<file path="config.mk">
export PLATFORM = sky130hd
export DESIGN_NAME = dly_wr_tracker
export DESIGN_NICKNAME = d
export VERILOG_FILES = /design/src/rtl/dwt_pkg.sv /design/src/rtl/dwt_match.sv /design/src/rtl/dwt_discard_timer.sv /design/src/rtl/dly_wr_tracker.sv
export SDC_FILE = /design/constraint.sdc
export NUM_CORES = 1
export LEC_CHECK = 0
export BUFFER_PORTS_ARGS = -buffer_cell sky130_fd_sc_hd__buf_4
export CAP_MARGIN = 0
export CORE_UTILIZATION = 54
export CTS_CLUSTER_DIAMETER = 40
export CTS_CLUSTER_SIZE = 8
export DETAILED_ROUTE_END_ITERATION = 6
export PLACE_DENSITY = 0.89
export SETUP_SLACK_MARGIN = 0.4
export SYNTH_ARGS = -nofsm -noshare
export SYNTH_HDL_FRONTEND = slang
export SYNTH_SLANG_ARGS = --single-unit
</file>
<file path="constraint.sdc">
create_clock -name clk -period 2.65 [get_ports clk]
set_input_delay 0.265 -clock clk [delete_from_list [all_inputs] [get_ports clk]]
set_output_delay 0.265 -clock clk [all_outputs]
set_load 0.005 [all_outputs]
</file>
<file path="src/rtl/dwt_pkg.sv">
package dwt_pkg;
    localparam int CMD_W  = 4;
    localparam int ADDR_W = 32;
    localparam int DATA_W = 32;
    localparam int BE_W   = DATA_W / 8;

    typedef struct packed {
        logic [CMD_W-1:0]  cmd;
        logic [ADDR_W-1:0] addr;
        logic [DATA_W-1:0] data;
        logic [BE_W-1:0]   be_n;
        logic              par;
    } dwt_entry_t;
endpackage

</file>
<file path="src/rtl/dwt_match.sv">
module dwt_match
    import dwt_pkg::*;
(
    input  dwt_entry_t ent,
    input  logic       vld,
    input  dwt_entry_t req,
    output logic       hit_ca,
    output logic       hit_all
);
    logic [BE_W-1:0] byte_ok;

    for (genvar b = 0; b < BE_W; b++) begin : g_byte
        // a disabled byte (be_n high) never blocks the match
        assign byte_ok[b] = req.be_n[b] | (ent.data[8*b +: 8] == req.data[8*b +: 8]);
    end

    assign hit_ca  = vld & (ent.cmd == req.cmd) & (ent.addr == req.addr);
    assign hit_all = hit_ca & (ent.be_n == req.be_n) & (&byte_ok);
endmodule

</file>
<file path="src/rtl/dwt_discard_timer.sv">
module dwt_discard_timer #(
    parameter int TW = 16
) (
    input  logic          clk,
    input  logic          rst_n,
    input  logic          arm,
    input  logic [TW-1:0] load_val,
    output logic          expire
);
    logic [TW-1:0] cnt_d, cnt_q;

    always_comb begin
        cnt_d = cnt_q;
        if (!arm)
            cnt_d = load_val;
        else if (cnt_q != '0)
            cnt_d = cnt_q - 1'b1;
    end

    always_ff @(posedge clk) begin
        if (!rst_n) cnt_q <= '0;
        else        cnt_q <= cnt_d;
    end

    assign expire = arm & (cnt_q == '0);
endmodule

</file>
<file path="src/rtl/dly_wr_tracker.sv">
module dly_wr_tracker
    import dwt_pkg::*;
#(
    parameter int DEPTH = 4,
    parameter int TW    = 16
) (
    input  logic              clk,
    input  logic              rst_n,
    input  logic              req_valid,
    input  logic [CMD_W-1:0]  req_cmd,
    input  logic [ADDR_W-1:0] req_addr,
    input  logic [DATA_W-1:0] req_data,
    input  logic [BE_W-1:0]   req_be_n,
    input  logic              req_par,
    input  logic              req_multi,
    input  logic              cpl_valid,
    input  logic              cpl_err,
    input  logic [TW-1:0]     discard_init,
    input  logic              serr_en,
    output logic              rsp_valid,
    output logic              rsp_done,
    output logic              rsp_stop,
    output logic              fwd_valid,
    output logic [CMD_W-1:0]  fwd_cmd,
    output logic [ADDR_W-1:0] fwd_addr,
    output logic [DATA_W-1:0] fwd_data,
    output logic [BE_W-1:0]   fwd_be_n,
    output logic              fwd_par,
    output logic              q_full,
    output logic              err_flag,
    output logic              sys_err
);
    localparam int PW = (DEPTH > 1) ? $clog2(DEPTH) : 1;
    localparam logic [PW-1:0] LAST = PW'(DEPTH - 1);

    typedef struct packed {
        dwt_entry_t [DEPTH-1:0] ent;
        logic [DEPTH-1:0]       vld;
        logic [PW-1:0]          rd;
        logic [PW-1:0]          wr;
        logic                   done;
        logic                   rsp_v;
        logic                   rsp_d;
        logic                   rsp_s;
        logic                   err;
        logic                   serr;
    } st_t;

    st_t st_d, st_q;

    dwt_entry_t       req_ent;
    logic [DEPTH-1:0] hit_ca, hit_all;
    logic             full, head_done, expire, pop_c, push_c;

    assign req_ent = '{cmd: req_cmd, addr: req_addr, data: req_data,
                       be_n: req_be_n, par: req_par};

    for (genvar i = 0; i < DEPTH; i++) begin : g_slot
        dwt_match u_match (
            .ent    (st_q.ent[i]),
            .vld    (st_q.vld[i]),
            .req    (req_ent),
            .hit_ca (hit_ca[i]),
            .hit_all(hit_all[i])
        );
    end

    assign full      = &st_q.vld;
    assign head_done = st_q.done & st_q.vld[st_q.rd];

    dwt_discard_timer #(.TW(TW)) u_timer (
        .clk     (clk),
        .rst_n   (rst_n),
        .arm     (head_done),
        .load_val(discard_init),
        .expire  (expire)
    );

    function automatic logic [PW-1:0] nxt(input logic [PW-1:0] p);
        return (p == LAST) ? '0 : p + 1'b1;
    endfunction

    always_comb begin
        st_d       = st_q;
        st_d.rsp_v = 1'b0;
        st_d.rsp_d = 1'b0;
        st_d.rsp_s = 1'b0;
        st_d.err   = 1'b0;
        st_d.serr  = 1'b0;
        pop_c      = 1'b0;
        push_c     = 1'b0;

        // initiator side: every attempt gets exactly one answer
        if (req_valid) begin
            st_d.rsp_v = 1'b1;
            if (head_done && hit_all[st_q.rd]) begin
                st_d.rsp_d = 1'b1;
                st_d.rsp_s = req_multi;
                pop_c      = 1'b1;
            end else if (!(|hit_ca) && !full) begin
                push_c = 1'b1;
            end
        end

        // head maintenance: a collected completion outranks expiry
        if (!pop_c) begin
            if (expire) begin
                pop_c     = 1'b1;
                st_d.serr = serr_en;
            end else if (cpl_valid && st_q.vld[st_q.rd] && !st_q.done) begin
                if (cpl_err) begin
                    pop_c    = 1'b1;
                    st_d.err = 1'b1;
                end else begin
                    st_d.done = 1'b1;
                end
            end
        end

        if (push_c) begin
            st_d.ent[st_q.wr] = req_ent;
            st_d.vld[st_q.wr] = 1'b1;
            st_d.wr           = nxt(st_q.wr);
        end
        if (pop_c) begin
            st_d.vld[st_q.rd] = 1'b0;
            st_d.rd           = nxt(st_q.rd);
            st_d.done         = 1'b0;
        end
    end

    always_ff @(posedge clk) begin
        if (!rst_n) st_q <= '0;
        else        st_q <= st_d;
    end

    assign rsp_valid = st_q.rsp_v;
    assign rsp_done  = st_q.rsp_d;
    assign rsp_stop  = st_q.rsp_s;
    assign err_flag  = st_q.err;
    assign sys_err   = st_q.serr;
    assign q_full    = full;
    assign fwd_valid = st_q.vld[st_q.rd] & ~st_q.done;
    assign fwd_cmd   = st_q.ent[st_q.rd].cmd;
    assign fwd_addr  = st_q.ent[st_q.rd].addr;
    assign fwd_data  = st_q.ent[st_q.rd].data;
    assign fwd_be_n  = st_q.ent[st_q.rd].be_n;
    assign fwd_par   = st_q.ent[st_q.rd].par;
endmodule

</file>
# After elaboration in Yosys (flattened, before gate mapping)
# Cells that the tools add are included.
[word_totals]
register_bits = 322
in_bits = 96
wordCells = 164
[classes]
add_sub_neg = 3
magnitude_cmp = 4
eq_ne = 31
mux = 30
bitwise = 43
n_reduce_logical = 23
[ops]
columns = ["operator", "count"]
rows = [
  ["$bwmux W292", 1],
  ["$bmux W73 S2", 1],
  ["$demux W73 S2", 1],
  ["$mux W73", 2],
  ["$eq A32 B32 Y1", 4],
  ["$eq A8 B8 Y1", 16],
  ["$eq A4 B4 Y1", 8],
  ["$mux W16", 2],
  ["$reduce_and A4 Y1", 6],
  ["$and A1 B1 Y1", 19],
  ["$logic_not A16 Y1", 1],
  ["$or A1 B1 Y1", 16],
  ["$reduce_bool A16 Y1", 1],
  ["$sub A16 B1 Y16 const B", 1],
  ["$mux W1", 13],
  ["$logic_and A1 B1 Y1", 6],
  ["$lt A2 B3 Y1 const B", 2],
  ["$mux W2", 3],
  ["$mux W6", 1],
  ["$reduce_or A3 Y1", 2],
  ["$not A1 Y1", 5],
  ["$add A2 B1 Y2 const B", 2],
  ["$and A4 B4 Y4", 1],
  ["$bmux W1 S2", 2],
  ["other kinds (13)", 18],
]

# Logic depth before layout (Yosys ltp)
# Gate-level depths: netlist (run 1).
[logic_depth]
ltp_word = 13
ltp_mapped = 12
mapped_depth_nobuf = 9

# Hierarchy
# From an unflattened synthesis (run 1), not the netlist that was laid out.
[hier_totals]
hier_cells = 1708
hier_area_um2 = 17103.9
[by_module_without_submodules]
columns = ["mod", "n_inst", "cells_per_inst", "area_per_inst_um2"]
rows = [
  ["dly_wr_tracker", 1, 1188, 12948.7],
  ["dwt_match", 4, 103, 809.5],
  ["dwt_discard_timer", 1, 108, 917.1],
]

# Worst setup path after synthesis (run 1)
# Ideal clock, no wire load.
[synth_timing]
path_kind = "register -> register"
start = "register u_timer.cnt_q[0]"
end = "register u_timer.cnt_q[10]"
setup_time_ps = 137
arrival_ps = 2332
required_ps = 2513
path_slack_ps = 181
path_stages_with_launch = 10
n_path_buf = 1
path_cell_list = "dfxtp_1 -> inv_1 -> ha_1 -> nand2_1 -> or4_4 -> or3_1 -> or3_4 -> o21ai_2 -> buf_4 -> a211oi_1"
[synth_between]
elab_chain_len = 3
word_cells_on_any_way = 5
classes_between = "add/sub: 1; eq/ne: 1; mux: 2; reduce/logical: 1"
[synth_lines]
columns = ["element", "line", "text"]
rows = [
  ["start: declaration", "dwt_discard_timer.sv:10", "logic [TW-1:0] cnt_d, cnt_q;"],
  ["start signal: assignment", "dwt_discard_timer.sv:22", "else cnt_q <= cnt_d;"],
  ["$sub A16 B1 Y16", "dwt_discard_timer.sv:17", "cnt_d = cnt_q - 1'b1;"],
  ["$mux W16", "dwt_discard_timer.sv:16", "else if (cnt_q != '0)"],
  ["$mux W16", "dwt_discard_timer.sv:14", "if (!arm)"],
]
# Several ways; a longest one is shown, not always the timed one. The select of a mux whose other input is x is not followed.
# A chain may end at the register's enable or synchronous reset.

# Final worst setup path (run 1)
[layout_timing]
start = "register st_q[143] (netlist bit)"
end = "register st_q[115] (netlist bit)"
[layout_between]
elab_chain_len = 9
word_cells_on_any_way = 13
classes_between = "eq/ne: 1; mux: 5; bitwise: 3; reduce/logical: 4"
[layout_lines]
columns = ["element", "line", "text"]
rows = [
  ["start: declaration", "dly_wr_tracker.sv:49", "st_t st_d, st_q;"],
  ["start signal: assignment", "dly_wr_tracker.sv:134", "else st_q <= st_d;"],
  ["$eq A32 B32 Y1 *", "dwt_match.sv:17", "assign hit_ca = vld & (ent.cmd == req.cmd) & (ent.addr == req.addr);"],
  ["$and A1 B1 Y1 *", "dwt_match.sv:17", ""],
  ["$and A1 B1 Y1 (2 in a row)", "dwt_match.sv:18", "assign hit_all = hit_ca & (ent.be_n == req.be_n) & (&byte_ok);"],
  ["$bmux W1 S2", "dly_wr_tracker.sv:96", "if (head_done && hit_all[st_q.rd]) begin"],
  ["$mux W1 (implied by the code)", "dly_wr_tracker.sv:96", ""],
  ["$logic_and A1 B1 Y1", "dly_wr_tracker.sv:96", ""],
  ["$mux W1 *", "dly_wr_tracker.sv:96", ""],
  ["$mux W1 *", "dly_wr_tracker.sv:94", "if (req_valid) begin"],
]
# Mark *: on every way between the ends. The rest lies on a longest branch, timed or not. The select of a mux whose other input is x is not followed.

==> results of run 1 <==
-- registers in the layout (all words and copies together) (netlist names) --
signal         cells
st_q             301
err_flag           1
rsp_done           1
sys_err            1
u_timer.cnt_q     16
rsp_stop           1
rsp_valid          1
-- synthesized netlist by cell type (2+ instances only) --
| library cell | number |
|---|---|
| a21boi_0 | 3 |
| or4_1 | 2 |
| a21oi_1 | 19 |
| buf_2 | 36 |
| nor2_1 | 25 |
| o21ai_1 | 5 |
| a32o_1 | 2 |
| inv_1 | 12 |
| buf_1 | 5 |
| xnor2_1 | 65 |
| nand3_1 | 8 |
| buf_6 | 7 |
| clkbuf_1 | 50 |
| nor3_4 | 4 |
| buf_4 | 37 |
| nor3_1 | 20 |
| nand4_1 | 22 |
| and2_1 | 3 |
| o21ai_0 | 4 |
| nor2b_1 | 295 |
| xor2_1 | 229 |
| buf_8 | 4 |
| mux2i_1 | 295 |
| dfxtp_1 | 322 |
| or3_1 | 3 |
| nand2_1 | 13 |
| buf_12 | 24 |
| nor4_1 | 67 |
| a211oi_1 | 13 |
| mux4_2 | 74 |
| a22o_1 | 2 |
| ha_1 | 9 |
-- worst max-delay path: stages, from the launching register on --
cell       delay [ps]
dfxtp_1           380
xnor2_1           150
nand3_1           290
nor4_1            110
and4_4            230
or4_4             580
buf_12            160
nor3_4            170
buf_6             160
buf_12            150
clkbuf_16         150
mux2i_1           230
nor2b_1            80
-- through the flow --
stage | hold WS, ps | std cells | setup slack [ps]
after floorplan | 387 | 1698 | 352
after detailed placement | 471 | 2229 | -350
after global routing | 12.2 | 2400 | -363
after CTS | 0.384 | 2358 | 23.1
after global placement | 469 | 2229 | -244
final | 6.27 | 2401 | -311
-- layer usage --
layer	share of wire (%)	up-vias	GRT usage (%)
met3	9.8	272	7.18
met4	6.7	0	17.5
met1	36	7193	37.4
li1	-	6284	-
met5	0	-	0
met2	47	881	50.4
-- power by group through the flow --
stage                     Combinational (uW)  Clock, uW  Sequential (uW)
after floorplan                         1290          0             5250
after global placement                  1750          0             5290
after detailed placement                1790          0             5300
after CTS                               2010       6220             5210
after global routing                    2420       6490             5250
final                                   2320       6260             5230
-- cells in the final DEF, fill, tap and decap left out, types with 5 or more instances in the layout --
cell / instances
nor2_1: 21
buf_6: 64
xnor2_2: 5
clkbuf_8: 7
nor3_1: 16
clkinv_2: 5
dfxtp_2: 23
ha_1: 8
a211oi_2: 13
buf_16: 16
a21oi_1: 18
dfxtp_1: 295
nand3_1: 8
buf_12: 42
buf_4: 185
nor4_1: 51
nand4_1: 22
xor2_1: 196
xor2_2: 29
clkbuf_16: 66
xnor2_1: 60
mux2i_2: 12
mux4_2: 74
clkbuf_1: 10
mux2i_1: 280
inv_1: 10
nor3_4: 6
buf_8: 7
nand2_1: 12
dlygate4sd3_1: 9
nor2b_1: 294
nor4_2: 14
-- area by class of cell --
type                       instances  area [um^2]  share of cell area, %
multi-input combinational       1200        11300                   47.2
sequential                       322         6490                   27.2
timing repair buffer             337         3940                   16.5
clock buffer                      69         1440                   6.01
tap                              448          561                   2.35
clock inverter                     9          110                  0.461
inverter                          13         48.8                  0.204
antenna                            3         7.51                 0.0315
-- logic make-up after synthesis --
logic type	count (synthesis)	synth area share [%]
adder cells (fa/ha/maj)	9	0.614
buffers and inverters	176	7.27
multiplexers	369	25.2
AO/OA/AOI/OAI	57	2.01
flip-flops	322	35.2
AND/OR/NAND/NOR	471	15.7
XOR/XNOR	294	14.0
-- how the worst max path moves through the flow --
stage,end,depth (start not counted)
3_5_place_dp,st_q[258]$_SDFFE_PN0P_,12
5_1_grt,st_q[139]$_SDFFE_PN0P_,12
4_1_cts,st_q[100]$_SDFFE_PN0P_,12
3_3_place_gp,st_q[100]$_SDFFE_PN0P_,12
2_1_floorplan,st_q[103]$_SDFFE_PN0P_,12
6_report,st_q[115]$_SDFFE_PN0P_,12
-- repair_timing --
| action | CTS | global route |
|---|---|---|
| buffers inserted | 27 | 26 |
| hold endpoints to repair | 11 | 0 |
| resized for setup | 84 | 167 |
| pin swaps | 13 | 12 |
| setup endpoints to repair | 395 | 395 |
| hold buffers | 9 | 0 |
| gates cloned | 15 | 14 |
==> flow_summary.json, run 1 <==
{
  "status": "finished, violations left",
  "violations": "negative setup slack",
  "dp_hpwl_mm": 32.6,
  "place_congestion": 0.909,
  "clock_skew_ps": 20.0,
  "fin_crit_sh_pct": 112,
  "fmax_ghz": 0.338,
  "drive_gt1_share_pct": 31.1,
  "clkTransAtPathRegs_ps": 50,
  "rows": 67,
  "sw_frac_of_total_pct": 26.7,
  "grt_pass1_vias": 14202,
  "post-route-drc-count": 0,
  "port_buffers": 175,
  "ys_ff_latch": 322,
  "drtPass1Iterations": 5,
  "routed-via-count": 14630,
  "fin_crit_ps": 2960,
  "finish.utilization_pct": 71.3,
  "rsz0062_at_grt": "yes",
  "leakage_uw": 0.00884,
  "overflow": 0,
  "final_area_um2": 23900,
  "cp_max_fo": 7,
  "wl_per_cell_um": 26.0,
  "relSlewSlack_pct": 54.1,
  "grt_max_degree": 97,
  "root_buffer": "clkbuf_16",
  "hold_viol": 0,
  "worstPathArrival_ps": 3440,
  "combPwrFrac_pct": 16.8,
  "seq_power_share_pct": 37.9,
  "ant_nets": 0,
  "avgViaCountPerCell": 6.09,
  "p_clk_share_pct": 45.3,
  "area_growth_pct": 30.1,
  "switchingPower_uw": 3700,
  "io_pins": 176,
  "htreeDepth": 2,
  "ir_worst_vdd_uv": 514,
  "hold_end": "st_q[81]$_SDFFE_PN0P_",
  "start_util_pct": 54.8,
  "insertion_delay_ps": 590,
  "die_x_um": 186,
  "setup_viol": 302,
  "crit_type": "reg -> reg",
  "min_path_cells": 3,
  "r2r_end": "st_q[115]$_SDFFE_PN0P_",
  "reg2reg_setup_slack_ps": -310,
  "syn_avg_cell_area_um2": 10.8,
  "wl_mm": 62.4,
  "power.internal_uw": 10100,
  "nNetsFinal": 2030,
  "fp.dieArea_um2": 34700,
  "cts_tree": "done",
  "dieHeight_um": 186,
  "crit_start": "st_q[143]$_SDFFE_PN0P_",
  "synthDistinctLibCells": 51,
  "nFillCells": 2032,
  "synth_top_area_share_pct": 35.2,
  "syn_area_um2": 18300,
  "synth_area_leader_cell": "dfxtp_1",
  "drt_iter0_drc": 1286,
  "r2r_cells": 12,
  "final.setup.tns_ps": -57040,
  "start_kind": "flop",
  "required_ps": 3130,
  "power_density_nw_per_um2": 579,
  "min_from": "req_addr[30]",
  "synth_nets": 1803,
  "core_area_um2": 33400,
  "grt_pass1_wl_mm": 81.3,
  "numCtsBuffers": 51,
  "clockBufferDepth": 3,
  "synth_edf_count": 0,
  "crit_path_end_kind": "flop",
  "synth-seq-area-share_pct": 35.2,
  "cts.sinks": 322,
  "finalMaxSlewViolations": 0,
  "synth_ff_type": "dfxtp_1",
  "min_path_type": "in -> reg",
  "synth_area_leaders": "dfxtp_1 (35%), mux2i_1 (16%), xor2_1 (11%)",
  "rr_startpoint": "st_q[143]$_SDFFE_PN0P_",
  "synthArstFlopShare_pct": 0,
  "tightest_slew_ps": 689,
  "groute.usage.overall_pct": 30.8,
  "ys.warnings.count": 0,
  "finalPower_uw": 13800,
  "grt_antenna_before_repair": 2,
  "placed_area_um2": 19800,
  "synthCells": 1698,
  "cap_violations": 0,
  "worst_slack_ps": -311
}
Note: power is estimated with default switching activity, not from simulation.
==> inputs of run 2 (changes only) <==
--- a/config.mk
+++ b/config.mk
@@ -12,7 +12,9 @@
 export CTS_CLUSTER_SIZE = 8
 export DETAILED_ROUTE_END_ITERATION = 6
 export PLACE_DENSITY = 0.89
+export RECOVER_POWER = 100
 export SETUP_SLACK_MARGIN = 0.4
+export SLEW_MARGIN = 20
 export SYNTH_ARGS = -nofsm -noshare
 export SYNTH_HDL_FRONTEND = slang
 export SYNTH_SLANG_ARGS = --single-unit
==> constraint.sdc (replaced) <==
create_clock -name clk -period 2.65 [get_ports clk]
set_input_delay 0.1325 -clock clk [delete_from_list [all_inputs] [get_ports clk]]
set_output_delay 0.1325 -clock clk [all_outputs]
set_load 0.005 [all_outputs]
==> flow_summary.json, run 2 (synthesis results as in run 1) <==
{
  "largest_reg_flops": 301,
  "drtPass1Iterations": 6,
  "die_x_um": 186,
  "place_congestion": 0.949,
  "cts.sinks": 322,
  "drive_gt1_share_pct": 30.5,
  "reg_top3": "st_q (301), u_timer.cnt_q (16)",
  "hold_viol": 0,
  "min_path_cells": 4,
  "clock_skew_ps": 31.3,
  "hold_slack_ps": 78.9,
  "fin_crit_ps": 3000,
  "grt_pass1_wl_mm": 87.9,
  "finalMaxSlewViolations": 0,
  "min_from": "req_addr[10]",
  "dieHeight_um": 186,
  "r2r_end": "st_q[210]$_SDFFE_PN0P_",
  "wl_per_cell_um": 25.9,
  "start_kind": "flop",
  "post-route-drc-count": 0,
  "ir_worst_vdd_uv": 506,
  "worst_slack_ps": -349,
  "cts_tree": "done",
  "power_density_nw_per_um2": 575,
  "reg2reg_setup_slack_ps": -350,
  "htreeDepth": 2,
  "grtUsageMet2_pct": 54.8,
  "setup_viol": 297,
  "groute.usage.overall_pct": 33.3,
  "grtUsageMet3_pct": 8.04,
  "crit_path_end_kind": "flop",
  "routed-via-count": 15064,
  "port_buffers": 175,
  "hold_end": "st_q[207]$_SDFFE_PN0P_",
  "min_path_type": "in -> reg",
  "rr_startpoint": "st_q[61]$_SDFFE_PN0P_",
  "required_ps": 3110,
  "met1_usage_pct": 39.6,
  "insertion_delay_ps": 570,
  "start_util_pct": 54.8,
  "clockBufferDepth": 3,
  "grt_pass1_vias": 15263,
  "numCtsBuffers": 52,
  "fin_crit_sh_pct": 113,
  "avgViaCountPerCell": 6.13,
  "ant_nets": 0,
  "relSlewSlack_pct": 43.5,
  "worstPathArrival_ps": 3460,
  "top_register": "st_q",
  "r2r_cells": 14,
  "drt_iter0_drc": 1684,
  "top_usage_layer": "met2",
  "area_growth_pct": 33.0,
  "cap_violations": 0,
  "crit_type": "reg -> reg",
  "tightest_slew_ps": 847,
  "final_cells": 2457,
  "grt_antenna_before_repair": 1,
  "post-place-ws_ps": -132,
  "clkTransAtPathRegs_ps": 50,
  "grt_max_degree": 121,
  "rows": 67,
  "nNetsFinal": 2085,
  "dp_hpwl_mm": 32.5,
  "fmax_ghz": 0.333,
  "violations": "negative setup slack",
  "wl_mm": 63.6,
  "cp_max_fo": 6,
  "core_area_um2": 33400,
  "overflow": 0,
  "most-common-layout-cells": "nor2b_1 (294), dfxtp_1 (294), mux2i_1 (241), xor2_1 (199), buf_4 (176)",
  "dp.cells": 2212,
  "leakage_uw": 0.00891,
  "root_buffer": "clkbuf_16",
  "rsz0062_at_grt": "yes",
  "status": "finished, violations left",
  "io_pins": 176,
  "fp.dieArea_um2": 34700
}
-- run 2: power by group --
part / total, uW / internal (uW) / switching [uW]
sequential: 5240 / 5030 / 208
combinational: 2390 / 1200 / 1190
clock: 6390 / 4010 / 2380
-- run 2: final cells by class --
class,instances,area (um^2)
well taps,448,561
repair buffers,391,4140
inverters,13,48.8
multi-input cells,1200,11600
flip-flops and latches,322,6490
fillers,1931,9060
clock buffers,71,1480
clock inverters,10,115
diodes,2,5.00
-- run 2: metrics by stage --
stage	TNS (ps)	power (uW)	area [um^2]	util (%)
6_report	-55030	14000	24400	72.9
3_5_place_dp	-16250	7090	19700	58.8
2_1_floorplan	0	6530	18400	-
3_3_place_gp	-3250	7040	19700	58.8
4_1_cts	-171	13700	23500	70.2
5_1_grt	-55960	14300	24400	72.9
-- run 2: what timing repair did --
action,CTS,global route
gates resized for setup,114,152
pin swaps,23,19
endpoints found under the hold margin,308,0
hold buffers,93,0
setup endpoints to repair,392,326
setup buffers,33,13
cloned,16,7
-- run 2: worst max-delay path by stage --
| stage | start | endpoint |
|---|---|---|
| final | st_q[61]$_SDFFE_PN0P_ | st_q[210]$_SDFFE_PN0P_ |
| after global routing | st_q[79]$_SDFFE_PN0P_ | st_q[292]$_SDFFE_PN0P_ |
| after CTS | st_q[54]$_SDFFE_PN0P_ | st_q[102]$_SDFFE_PN0P_ |
| after detailed placement | st_q[54]$_SDFFE_PN0P_ | st_q[192]$_SDFFE_PN0P_ |
| after global placement | st_q[201]$_SDFFE_PN0P_ | rsp_stop$_SDFF_PN0_ |
| after floorplan | u_timer.cnt_q[1]$_SDFFE_PN0N_ | st_q[8]$_SDFFE_PN0N_ |
-- run 2: worst max-delay path, stage by stage, from the launching register on --
cell       delay, ps
dfxtp_2          340
xor2_2           160
buf_4            140
nor4_1           420
nand4_1          240
nor3_2           340
or4_4            220
buf_6            120
nor3_4            50
buf_12           170
buf_6            120
buf_12           120
clkbuf_16        160
mux2i_1          200
nor2b_1           80
-- run 2: metal layers --
metal	part of all wire, %	vias to the layer above
met2	47	968
met4	6.8	0
li1	-	6400
met5	0	-
met3	9.8	314
met1	36	7382
